File: src/rtl/spi_seq_pkg.sv
package spi_seq_pkg;

  typedef enum logic [1:0] {
    OP_XCHG  = 2'b00,
    OP_RECV  = 2'b01,
    OP_SEND  = 2'b10,
    OP_PAUSE = 2'b11
  } seq_op_e;

  // strobes from control to datapath, all single-cycle except delayHi
  typedef struct packed {
    logic       startByte;
    logic       txZero;
    logic       capture;
    logic       ssLow;
    logic       ssHigh;
    logic       startDelay;
    logic [5:0] delayHi;
    logic       clrCount;
    logic       finish;
    logic       finErr;
  } seq_strobe_t;

endpackage

File: src/rtl/spi_seq_dp.sv
module spi_seq_dp
  import spi_seq_pkg::*;
#(
  parameter int CLK_DIV   = 64,
  parameter int MS_CYCLES = 16000,
  parameter int COUNT_W   = 8
) (
  input  logic               clk,
  input  logic               rstN,
  input  seq_strobe_t        stb,
  input  logic [7:0]         inData,
  input  logic               miso,
  input  logic               outReady,
  output logic               sck,
  output logic               mosi,
  output logic               ssN,
  output logic [7:0]         outData,
  output logic               outValid,
  output logic [COUNT_W-1:0] rdCount,
  output logic               done,
  output logic               err,
  output logic               byteDone,
  output logic               delayDone
);

  localparam int HALF   = CLK_DIV / 2;
  localparam int HALF_W = (HALF > 1) ? $clog2(HALF) : 1;
  localparam int MS_W   = (MS_CYCLES > 1) ? $clog2(MS_CYCLES) : 1;

  // ---------------- shift engine ----------------
  logic [HALF_W-1:0] divCnt;
  logic              shBusy;
  logic [2:0]        bitIdx;
  logic [7:0]        txSh;
  logic [7:0]        rxSh;
  logic              capLatch;
  logic              halfTick;

  assign halfTick = shBusy && (divCnt == HALF_W'(HALF - 1));
  assign mosi     = shBusy ? txSh[7] : 1'b0;

  always_ff @(posedge clk or negedge rstN) begin
    if (!rstN) begin
      divCnt   <= '0;
      shBusy   <= 1'b0;
      bitIdx   <= '0;
      txSh     <= '0;
      rxSh     <= '0;
      capLatch <= 1'b0;
      sck      <= 1'b0;
      byteDone <= 1'b0;
    end else begin
      byteDone <= 1'b0;
      if (stb.startByte) begin
        shBusy   <= 1'b1;
        divCnt   <= '0;
        bitIdx   <= '0;
        txSh     <= stb.txZero ? 8'h00 : inData;
        capLatch <= stb.capture;
        sck      <= 1'b0;
      end else if (shBusy) begin
        if (halfTick) begin
          divCnt <= '0;
          if (!sck) begin
            sck  <= 1'b1;
            rxSh <= {rxSh[6:0], miso};
          end else begin
            sck <= 1'b0;
            if (bitIdx == 3'd7) begin
              shBusy   <= 1'b0;
              byteDone <= 1'b1;
            end else begin
              bitIdx <= bitIdx + 3'd1;
              txSh   <= {txSh[6:0], 1'b0};
            end
          end
        end else begin
          divCnt <= divCnt + HALF_W'(1);
        end
      end
    end
  end

  // ---------------- output holding register ----------------
  always_ff @(posedge clk or negedge rstN) begin
    if (!rstN) begin
      outValid <= 1'b0;
      outData  <= '0;
      rdCount  <= '0;
    end else begin
      if (byteDone && capLatch) begin
        outValid <= 1'b1;
        outData  <= rxSh;
      end else if (outValid && outReady) begin
        outValid <= 1'b0;
      end
      if (stb.clrCount)
        rdCount <= '0;
      else if (byteDone && capLatch)
        rdCount <= rdCount + COUNT_W'(1);
    end
  end

  // ---------------- millisecond timer ----------------
  logic            dlyBusy;
  logic [13:0]     msLeft;
  logic [MS_W-1:0] tickCnt;

  always_ff @(posedge clk or negedge rstN) begin
    if (!rstN) begin
      dlyBusy   <= 1'b0;
      msLeft    <= '0;
      tickCnt   <= '0;
      delayDone <= 1'b0;
    end else begin
      delayDone <= 1'b0;
      if (stb.startDelay) begin
        dlyBusy <= 1'b1;
        msLeft  <= {stb.delayHi, inData};
        tickCnt <= '0;
      end else if (dlyBusy) begin
        if (msLeft == 14'd0) begin
          dlyBusy   <= 1'b0;
          delayDone <= 1'b1;
        end else if (tickCnt == MS_W'(MS_CYCLES - 1)) begin
          tickCnt <= '0;
          msLeft  <= msLeft - 14'd1;
        end else begin
          tickCnt <= tickCnt + MS_W'(1);
        end
      end
    end
  end

  // ---------------- select and completion ----------------
  always_ff @(posedge clk or negedge rstN) begin
    if (!rstN) begin
      ssN  <= 1'b1;
      done <= 1'b0;
      err  <= 1'b0;
    end else begin
      if (stb.ssHigh)     ssN <= 1'b1;
      else if (stb.ssLow) ssN <= 1'b0;
      done <= stb.finish;
      err  <= stb.finish && stb.finErr;
    end
  end


  ss_frame_chk: assert property (@(posedge clk) disable iff (!rstN)
    shBusy |-> !ssN);


  sck_idle_chk: assert property (@(posedge clk) disable iff (!rstN)
    !shBusy |-> !sck);


  out_hold_chk: assert property (@(posedge clk) disable iff (!rstN)
    (outValid && !outReady) |=> (outValid && $stable(outData)));


  dly_quiet_chk: assert property (@(posedge clk) disable iff (!rstN)
    dlyBusy |-> !shBusy);


  done_drained_chk: assert property (@(posedge clk) disable iff (!rstN)
    done |-> !outValid);

endmodule

File: src/rtl/spi_seq_ctrl.sv
module spi_seq_ctrl
  import spi_seq_pkg::*;
(
  input  logic        clk,
  input  logic        rstN,
  input  logic [7:0]  inData,
  input  logic        inValid,
  input  logic        inLast,
  input  logic        inEmpty,
  output logic        inReady,
  input  logic        byteDone,
  input  logic        delayDone,
  input  logic        outBusy,
  output seq_strobe_t stb
);

  typedef enum logic [2:0] {
    S_HDR, S_LOAD, S_RUN, S_DLO, S_DRUN, S_FIN
  } seq_state_e;

  seq_state_e state, stateN;
  seq_op_e    op, opN;
  logic [5:0] remain, remainN;
  logic [5:0] dlyHi, dlyHiN;
  logic       keepSs, keepN;
  logic       lastSeen, lastN;
  logic       firstByte, firstN;
  logic       errFlag, errN;
  seq_op_e    hdrOp;

  assign hdrOp = seq_op_e'(inData[7:6]);

  always_comb begin
    stb         = '0;
    stb.delayHi = dlyHi;
    inReady     = 1'b0;
    stateN      = state;
    opN         = op;
    remainN     = remain;
    dlyHiN      = dlyHi;
    keepN       = keepSs;
    lastN       = lastSeen;
    firstN      = firstByte;
    errN        = errFlag;
    case (state)
      S_HDR: begin
        inReady = 1'b1;
        if (inValid) begin
          lastN  = inLast;
          firstN = 1'b0;
          if (firstByte) stb.clrCount = 1'b1;
          if (firstByte && inEmpty && inLast) begin
            errN   = 1'b1;
            stateN = S_FIN;
          end else if (hdrOp == OP_PAUSE) begin
            dlyHiN = inData[5:0];
            if (inLast) begin
              errN   = 1'b1;
              stateN = S_FIN;
            end else begin
              stateN = S_DLO;
            end
          end else if (inData[5:0] == 6'd0) begin
            keepN = 1'b1;
            if (inLast) stateN = S_FIN;
          end else begin
            opN       = hdrOp;
            remainN   = inData[5:0];
            stb.ssLow = 1'b1;
            stateN    = S_LOAD;
          end
        end
      end
      S_LOAD: begin
        if (op == OP_RECV) begin
          if (!outBusy) begin
            stb.startByte = 1'b1;
            stb.txZero    = 1'b1;
            stb.capture   = 1'b1;
            stateN        = S_RUN;
          end
        end else if (lastSeen) begin
          errN   = 1'b1;
          stateN = S_FIN;
        end else begin
          inReady = (op == OP_SEND) || !outBusy;
          if (inValid && inReady) begin
            lastN         = inLast;
            stb.startByte = 1'b1;
            stb.capture   = (op == OP_XCHG);
            stateN        = S_RUN;
          end
        end
      end
      S_RUN: begin
        if (byteDone) begin
          remainN = remain - 6'd1;
          if (remain == 6'd1) begin
            if (!keepSs) stb.ssHigh = 1'b1;
            keepN  = 1'b0;
            stateN = lastSeen ? S_FIN : S_HDR;
          end else begin
            stateN = S_LOAD;
          end
        end
      end
      S_DLO: begin
        inReady = 1'b1;
        if (inValid) begin
          lastN          = inLast;
          stb.startDelay = 1'b1;
          stateN         = S_DRUN;
        end
      end
      S_DRUN: begin
        if (delayDone) stateN = lastSeen ? S_FIN : S_HDR;
      end
      S_FIN: begin
        if (!outBusy) begin
          stb.ssHigh = 1'b1;
          stb.finish = 1'b1;
          stb.finErr = errFlag;
          stateN     = S_HDR;
          firstN     = 1'b1;
          errN       = 1'b0;
          keepN      = 1'b0;
        end
      end
      default: stateN = S_HDR;
    endcase
  end

  always_ff @(posedge clk or negedge rstN) begin
    if (!rstN) begin
      state     <= S_HDR;
      op        <= OP_XCHG;
      remain    <= '0;
      dlyHi     <= '0;
      keepSs    <= 1'b0;
      lastSeen  <= 1'b0;
      firstByte <= 1'b1;
      errFlag   <= 1'b0;
    end else begin
      state     <= stateN;
      op        <= opN;
      remain    <= remainN;
      dlyHi     <= dlyHiN;
      keepSs    <= keepN;
      lastSeen  <= lastN;
      firstByte <= firstN;
      errFlag   <= errN;
    end
  end


  trunc_release_chk: assert property (@(posedge clk) disable iff (!rstN)
    (state == S_FIN && !outBusy) |-> stb.ssHigh);


  keep_clear_chk: assert property (@(posedge clk) disable iff (!rstN)
    (state == S_RUN && byteDone && remain == 6'd1) |=> !keepSs);

endmodule

File: src/rtl/spi_cmd_seq.sv
module spi_cmd_seq
  import spi_seq_pkg::*;
#(
  parameter int CLK_DIV   = 64,
  parameter int MS_CYCLES = 16000,
  parameter int COUNT_W   = 8
) (
  input  logic               clk,
  input  logic               rstN,
  input  logic [7:0]         inData,
  input  logic               inValid,
  input  logic               inLast,
  input  logic               inEmpty,
  output logic               inReady,
  output logic [7:0]         outData,
  output logic               outValid,
  input  logic               outReady,
  output logic               done,
  output logic               err,
  output logic [COUNT_W-1:0] rdCount,
  output logic               sck,
  output logic               mosi,
  input  logic               miso,
  output logic               ssN
);

  seq_strobe_t stb;
  logic        byteDone;
  logic        delayDone;

  spi_seq_ctrl u_ctrl (
    .clk       (clk),
    .rstN      (rstN),
    .inData    (inData),
    .inValid   (inValid),
    .inLast    (inLast),
    .inEmpty   (inEmpty),
    .inReady   (inReady),
    .byteDone  (byteDone),
    .delayDone (delayDone),
    .outBusy   (outValid),
    .stb       (stb)
  );

  spi_seq_dp #(
    .CLK_DIV   (CLK_DIV),
    .MS_CYCLES (MS_CYCLES),
    .COUNT_W   (COUNT_W)
  ) u_dp (
    .clk       (clk),
    .rstN      (rstN),
    .stb       (stb),
    .inData    (inData),
    .miso      (miso),
    .outReady  (outReady),
    .sck       (sck),
    .mosi      (mosi),
    .ssN       (ssN),
    .outData   (outData),
    .outValid  (outValid),
    .rdCount   (rdCount),
    .done      (done),
    .err       (err),
    .byteDone  (byteDone),
    .delayDone (delayDone)
  );

endmodule

File: config.mk
export PLATFORM = sky130hd
export DESIGN_NAME = spi_cmd_seq
export DESIGN_NICKNAME = d
export VERILOG_FILES = /design/src/rtl/spi_seq_pkg.sv /design/src/rtl/spi_seq_dp.sv /design/src/rtl/spi_seq_ctrl.sv /design/src/rtl/spi_cmd_seq.sv
export SDC_FILE = /design/constraint.sdc
export NUM_CORES = 1
export LEC_CHECK = 0
export BUFFER_PORTS_ARGS = -buffer_cell sky130_fd_sc_hd__buf_2
export CAP_MARGIN = 10
export CORE_MARGIN = 3
export CORE_UTILIZATION = 40
export CTS_CLUSTER_DIAMETER = 150
export DETAILED_ROUTE_END_ITERATION = 16
export GPL_ROUTABILITY_DRIVEN = 0
export PLACE_DENSITY = 0.55
export SYNTH_ARGS = -nofsm -noshare
export SYNTH_HDL_FRONTEND = slang
export SYNTH_HIERARCHICAL = 1
export SYNTH_SLANG_ARGS = --single-unit
File: constraint.sdc
create_clock -name clk -period 3 [get_ports clk]
set_clock_uncertainty 0.1 [all_clocks]
set_input_delay 0.6 -clock clk [delete_from_list [all_inputs] [get_ports clk]]
set_output_delay 0.6 -clock clk [all_outputs]
set_load 0.05 [all_outputs]
# Yosys cells after proc, flatten, opt, wreduce, memory -nomap -nowiden

Cells that the tools add are included.

Register bits: 99
Input bits: 15
Output and inout bits: 23
Word-level logic and storage cells: 233

$add $sub $neg: 6
Equal/unequal tests: 32
Mux-type cells: 124
Bitwise logic cells: 5
Reduce and logical (&&, ||, !) cells: 40

Operators by type and width:

| cell                                               | count |
|---|---|
| 2-to-1 mux 14 bit                                  | 8 |
| 2-to-1 mux 3 bit                                   | 23 |
| 2-to-1 mux 1 bit                                   | 67 |
| 2-to-1 mux 8 bit                                   | 8 |
| 2-to-1 mux 6 bit                                   | 5 |
| nonzero test 2 bit                                 | 11 |
| != test 2 bit, second input constant               | 9 |
| one-hot mux 3 bit (6 select lines)                 | 1 |
| AND reduction 8 bit                                | 2 |
| 2-to-1 mux 5 bit                                   | 3 |
| adder 14 x 1 -> 14 bit, second input constant      | 1 |
| == test 14 bit, second input constant              | 1 |
| zero test 14 bit                                   | 1 |
| subtractor 14 x 1 -> 14 bit, second input constant | 1 |
| != test 2 x 1 -> 1 bit, second input constant      | 6 |
| one-hot mux 6 bit (2 select lines)                 | 1 |
| AND reduction 4 bit                                | 3 |
| == test 3 bit, second input constant               | 3 |
| AND reduction 3 bit                                | 3 |
| adder 8 x 1 -> 8 bit, second input constant        | 1 |
| one-hot mux 1 bit (2 select lines)                 | 4 |
| logical AND 1 bit                                  | 7 |
| AND reduction 7 bit                                | 1 |
| == test 3 x 2 -> 1 bit, second input constant      | 2 |
| 26 further kinds                                   | 35 |

# Depth between registers and ports, before layout

Word-level depth: 9
Mapped depth: 9

# Cells and area by module

Netlist, hierarchy kept.

By module, submodules not included:

| module       | times used | cells an instance | area each (um2) | seq. area each (um2) |
|---|---|---|---|---|
| spi_seq_dp   | 1          | 380               | 3818.7          | 1953.1 |
| spi_seq_ctrl | 1          | 168               | 1541.5          | 526.8 |

# Worst setup path after synthesis

No wires, ideal clock.

Path kind: register to output
Start: reg u_dp.outValid
End: out inReady
Data arrival time: 2.340 ns
Path slack: -0.040 ns
Stages on the path, launching flop included: 6
Path through: dfrtp_1 buf_2 maj3_1 nor2_1 nor2_1 nor3_1

Cells in the longest elaborated chain, start to end: 5

Ends and longest elaborated chain:

| what                               | line               | text |
|---|---|---|
| start, declared                    | spi_seq_dp.sv:18   | `output logic outValid,` |
| start signal, assigned             | spi_seq_dp.sv:87   | `outValid <= 1'b0;` |
| start signal, assigned             | spi_seq_dp.sv:92   | `outValid <= 1'b1;` |
| start signal, assigned             | spi_seq_dp.sv:95   | `outValid <= 1'b0;` |
| zero test 1 bit                    | --                 |  |
| logical OR 1 bit                   | spi_seq_ctrl.sv:86 | `inReady = (op == OP_SEND) \|\| !outBusy;` |
| 2-to-1 mux 1 bit                   | spi_seq_ctrl.sv:82 | `end else if (lastSeen) begin` |
| 2-to-1 mux 1 bit                   | spi_seq_ctrl.sv:75 | `if (op == OP_RECV) begin` |
| one-hot mux 1 bit (2 select lines) | spi_seq_ctrl.sv:45 | `case (state)` |
| end, declared                      | spi_cmd_seq.sv:14  | `output logic inReady,` |

No other way between the ends.

# Worst setup path in the final report

Same ends and word-level chain as after synthesis.

==> run_results.csv <==
group,metric,value,unit
setup_path,cp.arrival,1.81,ns
finish,final.fill_count,1218,
clock_tree,cts_tree,"yes",
power_and_ir_drop,switching_power,2.30,mW
finish,register_area,2480,um2
finish,utilization,47.2,%
floorplan,die_h,122,um
floorplan,die_area,14800,um2
power_and_ir_drop,power.share.sequential,40.4,%
sta,slew_violations,0,
finish,fin_cells,762,
route,ant_nets,0,
power_and_ir_drop,power,5.74,mW
clock_tree,h-tree-depth,3,
synth,postSynthCellCount,548,
place,dp_hpwl,8.52,mm
sta,tightest_slew,0.769,ns
grt,grt_pass1_wl,19.8,mm
power_and_ir_drop,p_int,3.44,mW
synth,ys_seq_area_share,46.3,%
finish,final_common_cell,"dfrtp_1",
route,drc_errors,0,
run_status,outcome,"complete, no violations",
clock_tree,path_clk_slew,0.06,ns
sta,tns,0,ns
route,finalWirelength,12.0,mm
route,viasPerCell,5.53,
finish,multiInputGateArea,2640,um2
synth,synth_flop_cell,"dfrtp_1",
clock_tree,root_buffer,"clkbuf_16",
route,wl_per_cell,15.7,um
grt,grt_max_degree,41,
power_and_ir_drop,switching_share,40.1,%
route,vias,4216,
sta,period_minus_slack,2.51,ns
setup_path,crit_required,2.30,ns
finish,final_layout_size_suffix_gt1_share,20.7,%
finish,layout_common_cells,"dfrtp_1 (97), nand2_1 (72), nor2_1 (43)",
finish,nets,610,
synth,synth_nets,572,
setup_path,crit_path_start_kind,"flip-flop",
finish,num_antenna_cells,0,
floorplan,start_util,41.6,%
power_and_ir_drop,power_density,946,nW/um2
clock_tree,cts.repair.resized,0,
grt,antenna_found_initial,0,
power_and_ir_drop,combPwrFrac,38.0,%
synth,async_reset_ff_share,100,%
power_and_ir_drop,ir_worst_vdd,573,uV
power_and_ir_drop,clkPwrFrac,21.6,%
synth,ys_seq_elements,99,
route,drt-pass1-iter-count,5,
synth,netlist_area,5360,um2
clock_tree,cts_buffers,9,
route,drtIter0Drc,325,
synth,synth_cell_types,79,
setup_path,critical_path_class,"flip-flop to output pin",
synth,synth-edff-count,0,
sta,rsz0062_at_grt,"false",
power_and_ir_drop,leakage,2.75,nW
synth,syn_avg_cell_area,9.78,um2
grt,grt_pass1_vias,4086,
min_path,min_path_type,"input pin to asynchronous set/reset pin",
synth,ys.warnings.count,6,
clock_tree,clockBufferDepth,2,
sta,fmax,399,MHz
clock_tree,post_cts_buffers,0,
floorplan,io_pins,38,
grt,grt.total_usage,16.9,%
sta,slew_headroom,48.3,%
floorplan,num_rows,41,
sta,setup-violations-final,0,
place,dp.cells,747,
clock_tree,clock-sinks,99,
floorplan,die_w,122,um
setup_path,worstSetupEndpointType,"output pin",
place,portBuffers,37,
clock_tree,clk-insertion-delay-late,0.35,ns
flow_run,drv_cap,0,
sta,min_period_over_period,83.6,%
clock_tree,hold_buffers,0,
sta,hold_violations,0,
finish,areaGrowthSynthToFinish,13.3,%
floorplan,core_area,12900,um2
grt,grt-ovfl-total,0,
setup_path,cp_max_fo,12,
-- critical path, cell delays in order (launching register included) --
cell	delay [ns]
dfrtp_1	0.52
maj3_1	0.43
nor2_1	0.10
nor2_1	0.05
nor3_2	0.08
buf_2	0.28
-- path summary, 6_finish.rpt --
path | startpoint | to | slack, ns | cells past startpoint
worst max-delay path | u_dp/outValid | inReady | 0.49 | 5
min in group clk | outReady | u_dp/outValid | 0.36 | 2
max in group asynchronous | rstN | u_dp/rxSh[4] | 1.90 | 2
worst min register to register | u_dp/outData[3] | u_dp/outData[3] | 0.37 | 2
worst min-delay path | rstN | u_dp/err | 0.14 | 1
worst max register to register | u_dp/msLeft[0] | u_dp/tickCnt[5] | 0.62 | 8
-- area by class of cell --
type,count,share of cell area [%]
multi-input combinational,395,43.4
inverter,29,1.81
timing repair buffer,52,5.15
clock buffer,11,4.00
sequential,99,40.8
tap,172,3.54
clock inverter,4,1.24
-- through the flow --
| step | cell area (um2) | setup WS [ns] | hold WS (ns) |
|---|---|---|---|
| 2_1_floorplan | 5370 | 0.389 | 0.204 |
| 3_3_place_gp | 5750 | 0.548 | 0.359 |
| 3_5_place_dp | 5750 | 0.416 | 0.363 |
| 4_1_cts | 6070 | 0.472 | 0.160 |
| 5_1_grt | 6070 | 0.291 | 0.176 |
| 6_report | 6070 | 0.493 | 0.138 |
-- Yosys cell counts (3+ instances only) --
master    instances  area share [%]
nand2_1          72             5.0
a31oi_1          13             1.5
nand4_1          10             1.2
nor3_1           16             1.5
nor2b_1           4            0.47
nor3_2            3            0.56
buf_2             7            0.65
o31ai_1           8             1.1
dfrtp_1          97              45
o22ai_1           3            0.35
clkbuf_1         10            0.70
a21o_1            3            0.42
and2_1            7            0.82
nand3_1          13             1.2
a21oi_1          22             2.1
nor2_1           44             3.1
nand2b_1          7            0.82
o21ai_1          19             1.8
a311oi_1          4            0.65
buf_6             4            0.84
nor4_4            4             1.6
a22oi_1           5            0.70
and3_1            5            0.58
nor4_1            8            0.93
nand3b_1          3            0.42
or4_1             3            0.42
mux2i_1           5            0.93
xor2_1            8             1.3
nor3b_1           3            0.42
inv_1            26             1.8
o21ai_0          20             1.9
nand2_2           4            0.47
a222oi_1          6             1.1
ha_1              9             2.1
mux2_2           18             3.8
-- kinds of logic (layout without fill, tap and decap cells) --
logic type                 Yosys count  in the layout  synth area share (%)
and+or+nand+nor                    222            222                  22.7
muxes                               25             25                  5.14
DFF                                 99             99                  46.3
adders and majority gates           10             10                  2.29
buffers and inverters               54             96                  4.69
AOI/OAI and AO/OA                  129            129                  17.5
xor gates and xnor gates             9              9                  1.47
-- power by group through the flow --
| stage | Clock [mW] | Combinational, mW | Sequential, mW |
|---|---|---|---|
| 2_1_floorplan | 0 | 1.61 | 2.37 |
| 3_3_place_gp | 0 | 2.13 | 2.32 |
| 3_5_place_dp | 0 | 2.18 | 2.33 |
| 4_1_cts | 1.29 | 2.19 | 2.31 |
| 5_1_grt | 1.34 | 2.42 | 2.40 |
| 6_report | 1.24 | 2.18 | 2.32 |
-- layer usage --
layer  up-vias  part of all wire (%)  global-route usage (%)
li1       2057                     -                       -
met3        14                   4.0                    4.41
met2        92                    47                    27.5
met4         0                   1.6                    4.97
met1      2053                    47                    22.3
met5         -                     0                       0
-- registers in the layout, indices dropped and copies added, names as in the netlist, 2 cells and up --
signal,flops
u_ctrl/dlyHi,6
u_dp/msLeft,14
u_ctrl/op,2
u_ctrl/state,3
u_dp/txSh,8
u_dp/divCnt,5
u_dp/rdCount,8
u_ctrl/remain,6
u_dp/tickCnt,14
u_dp/bitIdx,3
u_dp/outData,8
u_dp/rxSh,8
(Power assumes the default switching activity.)
